<file path="config.mk">
export PLATFORM = sky130hd
export DESIGN_NAME = dual_en_xcvr
export DESIGN_NICKNAME = d
export VERILOG_FILES = /design/src/rtl/dual_en_xcvr_pkg.sv /design/src/rtl/xcvr_lane.sv /design/src/rtl/xcvr_group.sv /design/src/rtl/dual_en_xcvr.sv
export SDC_FILE = /design/constraint.sdc
export NUM_CORES = 1
export LEC_CHECK = 0
export BUFFER_PORTS_ARGS = -buffer_cell sky130_fd_sc_hd__buf_2
export CELL_PAD_IN_SITES_DETAIL_PLACEMENT = 0
export CELL_PAD_IN_SITES_GLOBAL_PLACEMENT = 2
export CORE_ASPECT_RATIO = 1.1
export CORE_MARGIN = 2
export CORE_UTILIZATION = 24
export DETAILED_ROUTE_END_ITERATION = 8
export PLACE_DENSITY_LB_ADDON = 0.1
export SLEW_MARGIN = 5
export SYNTH_ARGS = -nofsm -noshare
export SYNTH_HDL_FRONTEND = slang
export SYNTH_SLANG_ARGS = --single-unit
</file>
<file path="constraint.sdc">
create_clock -name clk -period 2.47 [get_ports clk]
set_clock_uncertainty 0.15 [all_clocks]
set_input_delay 0.247 -clock clk [delete_from_list [all_inputs] [get_ports clk]]
set_output_delay 0.247 -clock clk [all_outputs]
set_load 0.02 [all_outputs]
</file>
<file path="src/rtl/dual_en_xcvr_pkg.sv">
package dual_en_xcvr_pkg;
  localparam int GRP_W = 8;
  typedef struct packed {
    logic en_n;
    logic le_n;
    logic oe_n;
  } dir_ctrl_t;
endpackage

</file>
<file path="src/rtl/xcvr_lane.sv">
module xcvr_lane #(
  parameter int W = 8
) (
  input  logic         clk,
  input  logic         rst,
  input  logic [W-1:0] din,
  input  logic         en_n,
  input  logic         le_n,
  input  logic         oe_n,
  output logic [W-1:0] dout,
  output logic [W-1:0] drive
);
  logic [W-1:0] store_q;
  logic         oe_q;
  logic         gate_open;

  assign gate_open = ~(en_n | le_n);

  always_ff @(posedge clk) begin
    if (rst) begin
      store_q <= '0;
      oe_q    <= 1'b0;
    end else begin
      if (gate_open) store_q <= din;
      oe_q <= ~(en_n | oe_n);
    end
  end

  assign dout  = store_q;
  assign drive = {W{oe_q}};

  // open gate loads the sampled input
  p_transparent_r2: assert property (@(posedge clk) disable iff (rst)
    (!en_n && !le_n) |=> dout == $past(din));
  // a closed gate freezes the stored value
  p_hold_r4: assert property (@(posedge clk) disable iff (rst)
    (en_n || le_n) |=> $stable(dout));
  // drive is off unless both enables are low
  p_drive_off_r5: assert property (@(posedge clk) disable iff (rst)
    (en_n || oe_n) |=> drive == '0);
  p_drive_on_r5: assert property (@(posedge clk) disable iff (rst)
    (!en_n && !oe_n) |=> drive == '1);
endmodule

</file>
<file path="src/rtl/xcvr_group.sv">
module xcvr_group
  import dual_en_xcvr_pkg::*;
#(
  parameter int W = GRP_W
) (
  input  logic         clk,
  input  logic         rst,
  input  logic [W-1:0] a_in,
  input  logic [W-1:0] b_in,
  input  dir_ctrl_t    ab_ctl,
  input  dir_ctrl_t    ba_ctl,
  output logic [W-1:0] a_out,
  output logic [W-1:0] a_oe,
  output logic [W-1:0] b_out,
  output logic [W-1:0] b_oe
);
  // two independent lanes, one per direction
  xcvr_lane #(.W(W)) u_ab (
    .clk(clk), .rst(rst), .din(a_in),
    .en_n(ab_ctl.en_n), .le_n(ab_ctl.le_n), .oe_n(ab_ctl.oe_n),
    .dout(b_out), .drive(b_oe));

  xcvr_lane #(.W(W)) u_ba (
    .clk(clk), .rst(rst), .din(b_in),
    .en_n(ba_ctl.en_n), .le_n(ba_ctl.le_n), .oe_n(ba_ctl.oe_n),
    .dout(a_out), .drive(a_oe));
endmodule

</file>
<file path="src/rtl/dual_en_xcvr.sv">
module dual_en_xcvr
  import dual_en_xcvr_pkg::*;
#(
  parameter int GROUPS = 2,
  localparam int DW = GROUPS * GRP_W
) (
  input  logic              clk,
  input  logic              rst,
  input  logic [DW-1:0]     a_in,
  output logic [DW-1:0]     a_out,
  output logic [DW-1:0]     a_oe,
  input  logic [DW-1:0]     b_in,
  output logic [DW-1:0]     b_out,
  output logic [DW-1:0]     b_oe,
  input  logic [GROUPS-1:0] ab_en_n,
  input  logic [GROUPS-1:0] ab_le_n,
  input  logic [GROUPS-1:0] ab_oe_n,
  input  logic [GROUPS-1:0] ba_en_n,
  input  logic [GROUPS-1:0] ba_le_n,
  input  logic [GROUPS-1:0] ba_oe_n
);
  // one group per byte, each with its own controls
  for (genvar g = 0; g < GROUPS; g++) begin : g_grp
    dir_ctrl_t ab_c, ba_c;
    assign ab_c = '{en_n: ab_en_n[g], le_n: ab_le_n[g], oe_n: ab_oe_n[g]};
    assign ba_c = '{en_n: ba_en_n[g], le_n: ba_le_n[g], oe_n: ba_oe_n[g]};

    xcvr_group #(.W(GRP_W)) u_grp (
      .clk(clk), .rst(rst),
      .a_in (a_in [g*GRP_W +: GRP_W]),
      .b_in (b_in [g*GRP_W +: GRP_W]),
      .ab_ctl(ab_c), .ba_ctl(ba_c),
      .a_out(a_out[g*GRP_W +: GRP_W]),
      .a_oe (a_oe [g*GRP_W +: GRP_W]),
      .b_out(b_out[g*GRP_W +: GRP_W]),
      .b_oe (b_oe [g*GRP_W +: GRP_W]));
  end

  // reset leaves nothing driven and nothing stored
  p_reset_clear_r8: assert property (@(posedge clk)
    rst |=> (a_oe == '0 && b_oe == '0 && a_out == '0 && b_out == '0));
endmodule

</file>
==> results of run 1 <==
-- logic make-up (layout without fill, tap and decap cells) --
family / count (synthesis) / in the layout / synth area share
flops: 36 / 36 / 0.4318
simple gates: 36 / 36 / 0.1799
buf+inv: 44 / 121 / 0.1964
compound gates: 64 / 64 / 0.1919
-- cell usage in the layout (no fill, tap or decap) --
| cell | n |
|---|---|
| a21oi_1 | 32 |
| buf_2 | 109 |
| clkbuf_1 | 2 |
| clkbuf_8 | 6 |
| dfxtp_1 | 36 |
| dlygate4sd3_1 | 4 |
| nor3_1 | 4 |
| o21ai_0 | 32 |
| or3b_1 | 8 |
| or3b_2 | 24 |
-- registers in the layout (all words and copies together) (netlist names) --
| name | cells |
|---|---|
| g_grp.u_grp.u_ba.oe_q | 2 |
| g_grp.u_grp.u_ab.dout | 16 |
| g_grp.u_grp.u_ba.dout | 16 |
| g_grp.u_grp.u_ab.oe_q | 2 |
-- metrics by stage --
stage	power, uW	cell area (sq um)	util	instances
floorplan	786.9	1669	-	180
global placement	848.0	1989	0.2982	327
detailed placement	845.8	1989	0.2982	327
CTS	1304	2120	0.3177	339
global route	1349	2120	0.3177	339
finish	1271	2120	0.3177	339
-- repair_timing --
action                    in CTS  in global routing
gates resized for setup        0                  0
hold buffers                   4                  0
hold endpoints to repair       4                  0
-- worst min-delay path, delay by kind of cell --
family                 cells  cell delay (ps)
AOI/OAI and AO/OA          1               50
buffers and inverters      1               90
and+or+nand+nor            1              140
-- worst max path at each step --
stage                             start                          end  slack (ps)
2_1_floorplan                ab_le_n[0]  g_grp[0].u_grp.u_ab.dout[1]        1430
3_3_place_gp                 ba_en_n[0]  g_grp[0].u_grp.u_ba.dout[5]        1180
3_5_place_dp                 ba_en_n[0]  g_grp[0].u_grp.u_ba.dout[3]        1180
4_1_cts        g_grp[1].u_grp.u_ba.oe_q                     a_oe[15]        1160
5_1_grt        g_grp[1].u_grp.u_ab.oe_q                     b_oe[14]        1100
6_report       g_grp[0].u_grp.u_ab.oe_q                      b_oe[5]        1180
-- per-layer routing --
layer,track usage,vias up,routed length (um)
li1,-,750,-
met4,0.03629,0,58
met2,0.1741,63,1822
met3,0.04636,6,388
met5,0,-,0
met1,0.1205,653,1866
-- cell type report --
cell class                      count  area (sq um)
Fill cell                         755          4552
Sequential cell                    36         720.7
Multi-Input combinational cell    100         620.6
Timing Repair Buffer              113         585.6
Tap cell                           82         102.6
Clock buffer                        8         90.09
-- power breakdown --
part           total (uW)  internal, uW  switching (uW)
clock network         437           228             209
logic                 215          87.2             128
registers             620           607            12.9
total                1270           922             349
==> impl_metrics.py, run 1 <==
metrics = {
    "clock_tree": {
        "cts.clk_slew.worst_paths_ps": 80,
        "cts_tree": "done",
        "clk_latency_ps": 280,
        "cts.sink_count": 36,
        "h-tree-depth": 2,
        "cts_buffers": 5,
        "cts_buffer_depth": 2,
        "cts_setup_buffers": 0,
        "ctsRootBufferMaster": "clkbuf_8",
    },
    "setup_path": {
        "path_delay_family": "flip-flops",
        "crit_buf_inv": 1,
        "cp_num_cells": 1,
        "r2r_slack_ps": 1680,
        "rr_startpoint": "g_grp[1].u_grp.u_ba.dout[4]",
        "endpoint_kind": "output pin",
        "startpoint_type": "flip-flop",
        "timing.rr.end": "g_grp[1].u_grp.u_ba.dout[4]",
        "worstPathArrival_ps": 890,
        "slowest_delay_ps": 410,
        "reg2reg_depth": 2,
        "crit_chain": "buf_2",
        "cp_max_fo": 8,
        "crit_required_ps": 2070,
        "crit_slowest_cell": "dfxtp_1",
        "crit_type": "reg -> out",
    },
    "min_path": {
        "holdPathStages": 3,
        "min_to": "g_grp[1].u_grp.u_ab.dout[6]",
        "hp-start": "a_in[14]",
        "hold_class": "in -> reg",
    },
    "cells_and_area": {
        "drive_gt1_frac": 0.5409,
        "insertedDiodeCount": 0,
        "area_growth_pct": 26.99,
        "nets": 302,
    },
    "job": {
        "cap_violations": 0,
    },
    "sta": {
        "holdWs_ps": 144.7,
        "finalSetupViolCount": 0,
        "clock.fmax_ghz": 0.7756,
        "timing.final.ws_setup_ps": 1181,
        "finalHoldViolCount": 0,
        "setup_tns_ps": 0,
        "finalCritPeriodShare": 0.5220,
        "tightest_slew_ps": 737.9,
        "grt_setup_unrepaired": "false",
        "relSlewSlack": 0.5081,
        "final.min_clock_period_ps": 1289,
        "slew_violations": 0,
    },
    "routing": {
        "drc": 0,
        "wl_per_cell_um": 12.20,
        "drt_wl_total_um": 4136,
        "drtPass1Iterations": 3,
        "first_iter_violations": 26,
        "drtAntennaViolNets": 0,
        "vias": 1472,
        "viasPerCell": 4.342,
    },
    "synthesis": {
        "synth_edf_count": 0,
        "synth_common_cells": "dfxtp_1, a21oi_1, buf_4, o21ai_0, or3b_2",
        "synth.net_count": 226,
        "async_flop_share": 0,
        "yosys_warnings": 0,
        "synth_cells": 180,
        "synth_top_area_frac": 0.4318,
        "netlist_area_sq_um": 1669,
        "synth-seq-area-share": 0.4318,
        "synth_most_common_cell": "dfxtp_1",
        "synthFlopType": "dfxtp_1",
        "yosysUniqueCellTypes": 12,
        "synth_area_leader_cell": "dfxtp_1",
        "synth_seq_cells": 36,
        "synth_area_leaders": "dfxtp_1, buf_4, or3b_2",
        "syn_avg_cell_area_sq_um": 9.273,
    },
    "outcome": {
        "status": "complete, no violations",
    },
    "place": {
        "place_ws_ps": 1182,
        "gp_congestion": 0.6522,
        "io_buffers": 109,
        "hpwl_um": 2756,
    },
    "floorplan": {
        "core.rowCount": 31,
        "core_region_area_sq_um": 6671,
        "fp.dieArea_sq_um": 7639,
        "ioPinCount": 110,
        "die_x_um": 83.52,
        "start_util": 0.2502,
        "die_h_um": 91.47,
    },
    "pwr": {
        "p_per_area_nw_per_um2": 599.6,
        "vdd_ir_drop_max_mv": 0.1828,
        "p_leak_uw": 0.001009,
    },
    "global_routing": {
        "grt_antenna_before_repair": 0,
        "grt_pass1_wl_um": 6472,
        "gr-total-overflow": 0,
        "grt_pass1_vias": 1364,
        "grtUsageTotal": 0.1050,
        "grt_start_max_net_pins": 37,
    },
}
(Power assumes the default switching activity.)
==> run 2, diff against run 1 <==
--- a/config.mk
+++ b/config.mk
@@ -10,7 +10,7 @@
 export CELL_PAD_IN_SITES_GLOBAL_PLACEMENT = 2
 export CORE_ASPECT_RATIO = 1.1
 export CORE_MARGIN = 2
-export CORE_UTILIZATION = 24
+export CORE_UTILIZATION = 22
 export DETAILED_ROUTE_END_ITERATION = 8
 export PLACE_DENSITY_LB_ADDON = 0.1
 export SLEW_MARGIN = 5
==> constraint.sdc (replaced) <==
create_clock -name clk -period 1.3 [get_ports clk]
set_clock_uncertainty 0.15 [all_clocks]
set_input_delay 0.13 -clock clk [delete_from_list [all_inputs] [get_ports clk]]
set_output_delay 0.13 -clock clk [all_outputs]
set_load 0.02 [all_outputs]
==> impl_metrics.py, run 2 (synthesis results as in run 1) <==
metrics = {
    "global_routing": {
        "grt_pass1_wl_um": 6624,
        "grt_start_max_net_pins": 37,
        "grt_antenna_before_repair": 0,
        "grtUsageTotal": 0.1007,
        "grt_pass1_vias": 1357,
        "gr-total-overflow": 0,
    },
    "job": {
        "cap_violations": 0,
    },
    "clock_tree": {
        "cts_tree": "done",
        "cts.sink_count": 36,
        "cts_buffers": 5,
        "h-tree-depth": 2,
        "clk_latency_ps": 280,
        "cts_buffer_depth": 2,
        "cts_setup_buffers": 0,
        "cts.clk_slew.worst_paths_ps": 70,
        "ctsRootBufferMaster": "clkbuf_8",
    },
    "sta": {
        "relSlewSlack": 0.8320,
        "final.min_clock_period_ps": 1166,
        "finalSetupViolCount": 0,
        "finalHoldViolCount": 0,
        "clock.fmax_ghz": 0.8573,
        "timing.final.ws_setup_ps": 133.5,
        "finalCritPeriodShare": 0.8973,
        "slew_violations": 0,
        "setup_tns_ps": 0,
        "grt_setup_unrepaired": "false",
        "tightest_slew_ps": 251.9,
    },
    "setup_path": {
        "crit_start": "g_grp[0].u_grp.u_ab.oe_q",
        "cp_num_cells": 1,
        "crit_slowest_cell": "dfxtp_1",
        "crit_required_ps": 1020,
        "path_delay_family": "flip-flops",
        "reg2reg_depth": 2,
        "crit_buf_inv": 1,
        "slowest_delay_ps": 410,
        "crit_chain": "buf_2",
        "crit_type": "reg -> out",
        "rr_startpoint": "g_grp[1].u_grp.u_ba.dout[3]",
        "cp_max_fo": 8,
        "startpoint_type": "flip-flop",
        "endpoint_kind": "output pin",
        "worstPathArrival_ps": 890,
    },
    "pwr": {
        "vdd_ir_drop_max_mv": 0.3954,
        "p_leak_uw": 0.001023,
        "p_per_area_nw_per_um2": 1143,
    },
    "min_path": {
        "holdPathStages": 3,
        "hold_class": "in -> reg",
        "hp-start": "a_in[14]",
    },
    "cells_and_area": {
        "insertedDiodeCount": 0,
        "layout_common_cells": "buf_2, dfxtp_1, o21ai_0, a21oi_1, or3b_2",
        "area_growth_pct": 28.94,
        "fillers": 810,
        "nets": 303,
        "mostFrequentLayoutCell": "buf_2",
        "drive_gt1_frac": 0.5486,
    },
    "floorplan": {
        "core_region_area_sq_um": 7391,
        "ioPinCount": 110,
        "start_util": 0.2258,
        "core.rowCount": 33,
        "fp.dieArea_sq_um": 8301,
        "die_h_um": 95.36,
        "die_x_um": 87.05,
    },
    "routing": {
        "drtAntennaViolNets": 0,
        "vias": 1445,
        "drtPass1Iterations": 4,
        "drt_wl_total_um": 4260,
        "first_iter_violations": 34,
        "viasPerCell": 4.201,
        "wl_per_cell_um": 12.38,
        "drc": 0,
    },
    "place": {
        "io_buffers": 109,
        "place_ws_ps": 140.0,
        "hpwl_um": 2945,
        "gp_congestion": 0.6024,
    },
    "outcome": {
        "status": "complete, no violations",
    },
}
-- run 2: metal layers --
layer | share of wire | up-vias | GRT usage
met3 | 0.078 | 5 | 0.03723
met5 | 0 | - | 0
li1 | - | 750 | -
met2 | 0.49 | 49 | 0.1609
met4 | 0.011 | 0 | 0.04297
met1 | 0.42 | 641 | 0.1211
-- run 2: where the power goes --
part / switching, uW / leakage, uW / internal [uW]
registers: 24.5 / 0.000295 / 1150
clock network: 394 / 0.0000503 / 472
logic: 244 / 0.000679 / 172
total: 662 / 0.00102 / 1800
-- run 2: worst paths after layout --
kind,endpoint,slack [ps]
hold / removal,g_grp[1].u_grp.u_ab.dout[6],20
setup / recovery,b_oe[3],130
hold reg to reg,g_grp[1].u_grp.u_ab.dout[7],320
setup reg to reg,g_grp[1].u_grp.u_ba.dout[3],510
-- run 2: layout make-up --
type | count | area [sq um] | area share
clock buffers | 7 | 96.34 | 0.04477
repair buffers | 114 | 605.6 | 0.2814
multi-input cells | 100 | 620.6 | 0.2884
flip-flops and latches | 36 | 720.7 | 0.3349
well taps | 87 | 108.9 | 0.05058
-- run 2: stage by stage --
step | util | cells | instance area (sq um) | power, uW | hold slack (ps)
final | 0.2912 | 344 | 2152 | 2459 | 23.67
after floorplan | - | 180 | 1669 | 1495 | 51.08
after global routing | 0.2912 | 344 | 2152 | 2602 | 5.983
after CTS | 0.2912 | 344 | 2152 | 2517 | 10.02
after global placement | 0.2727 | 333 | 2016 | 1621 | 143.4
after detailed placement | 0.2727 | 333 | 2016 | 1616 | 142.5
-- run 2: tightest hold or removal path, stage by stage --
cell	delay, ps
buf_2	90
or3b_1	140
a21oi_1	50
-- run 2: timing repair --
item | 4_1_cts | 5_1_grt
gates resized for setup | 0 | 0
hold endpoints to repair | 4 | 0
hold buffers | 4 | 0
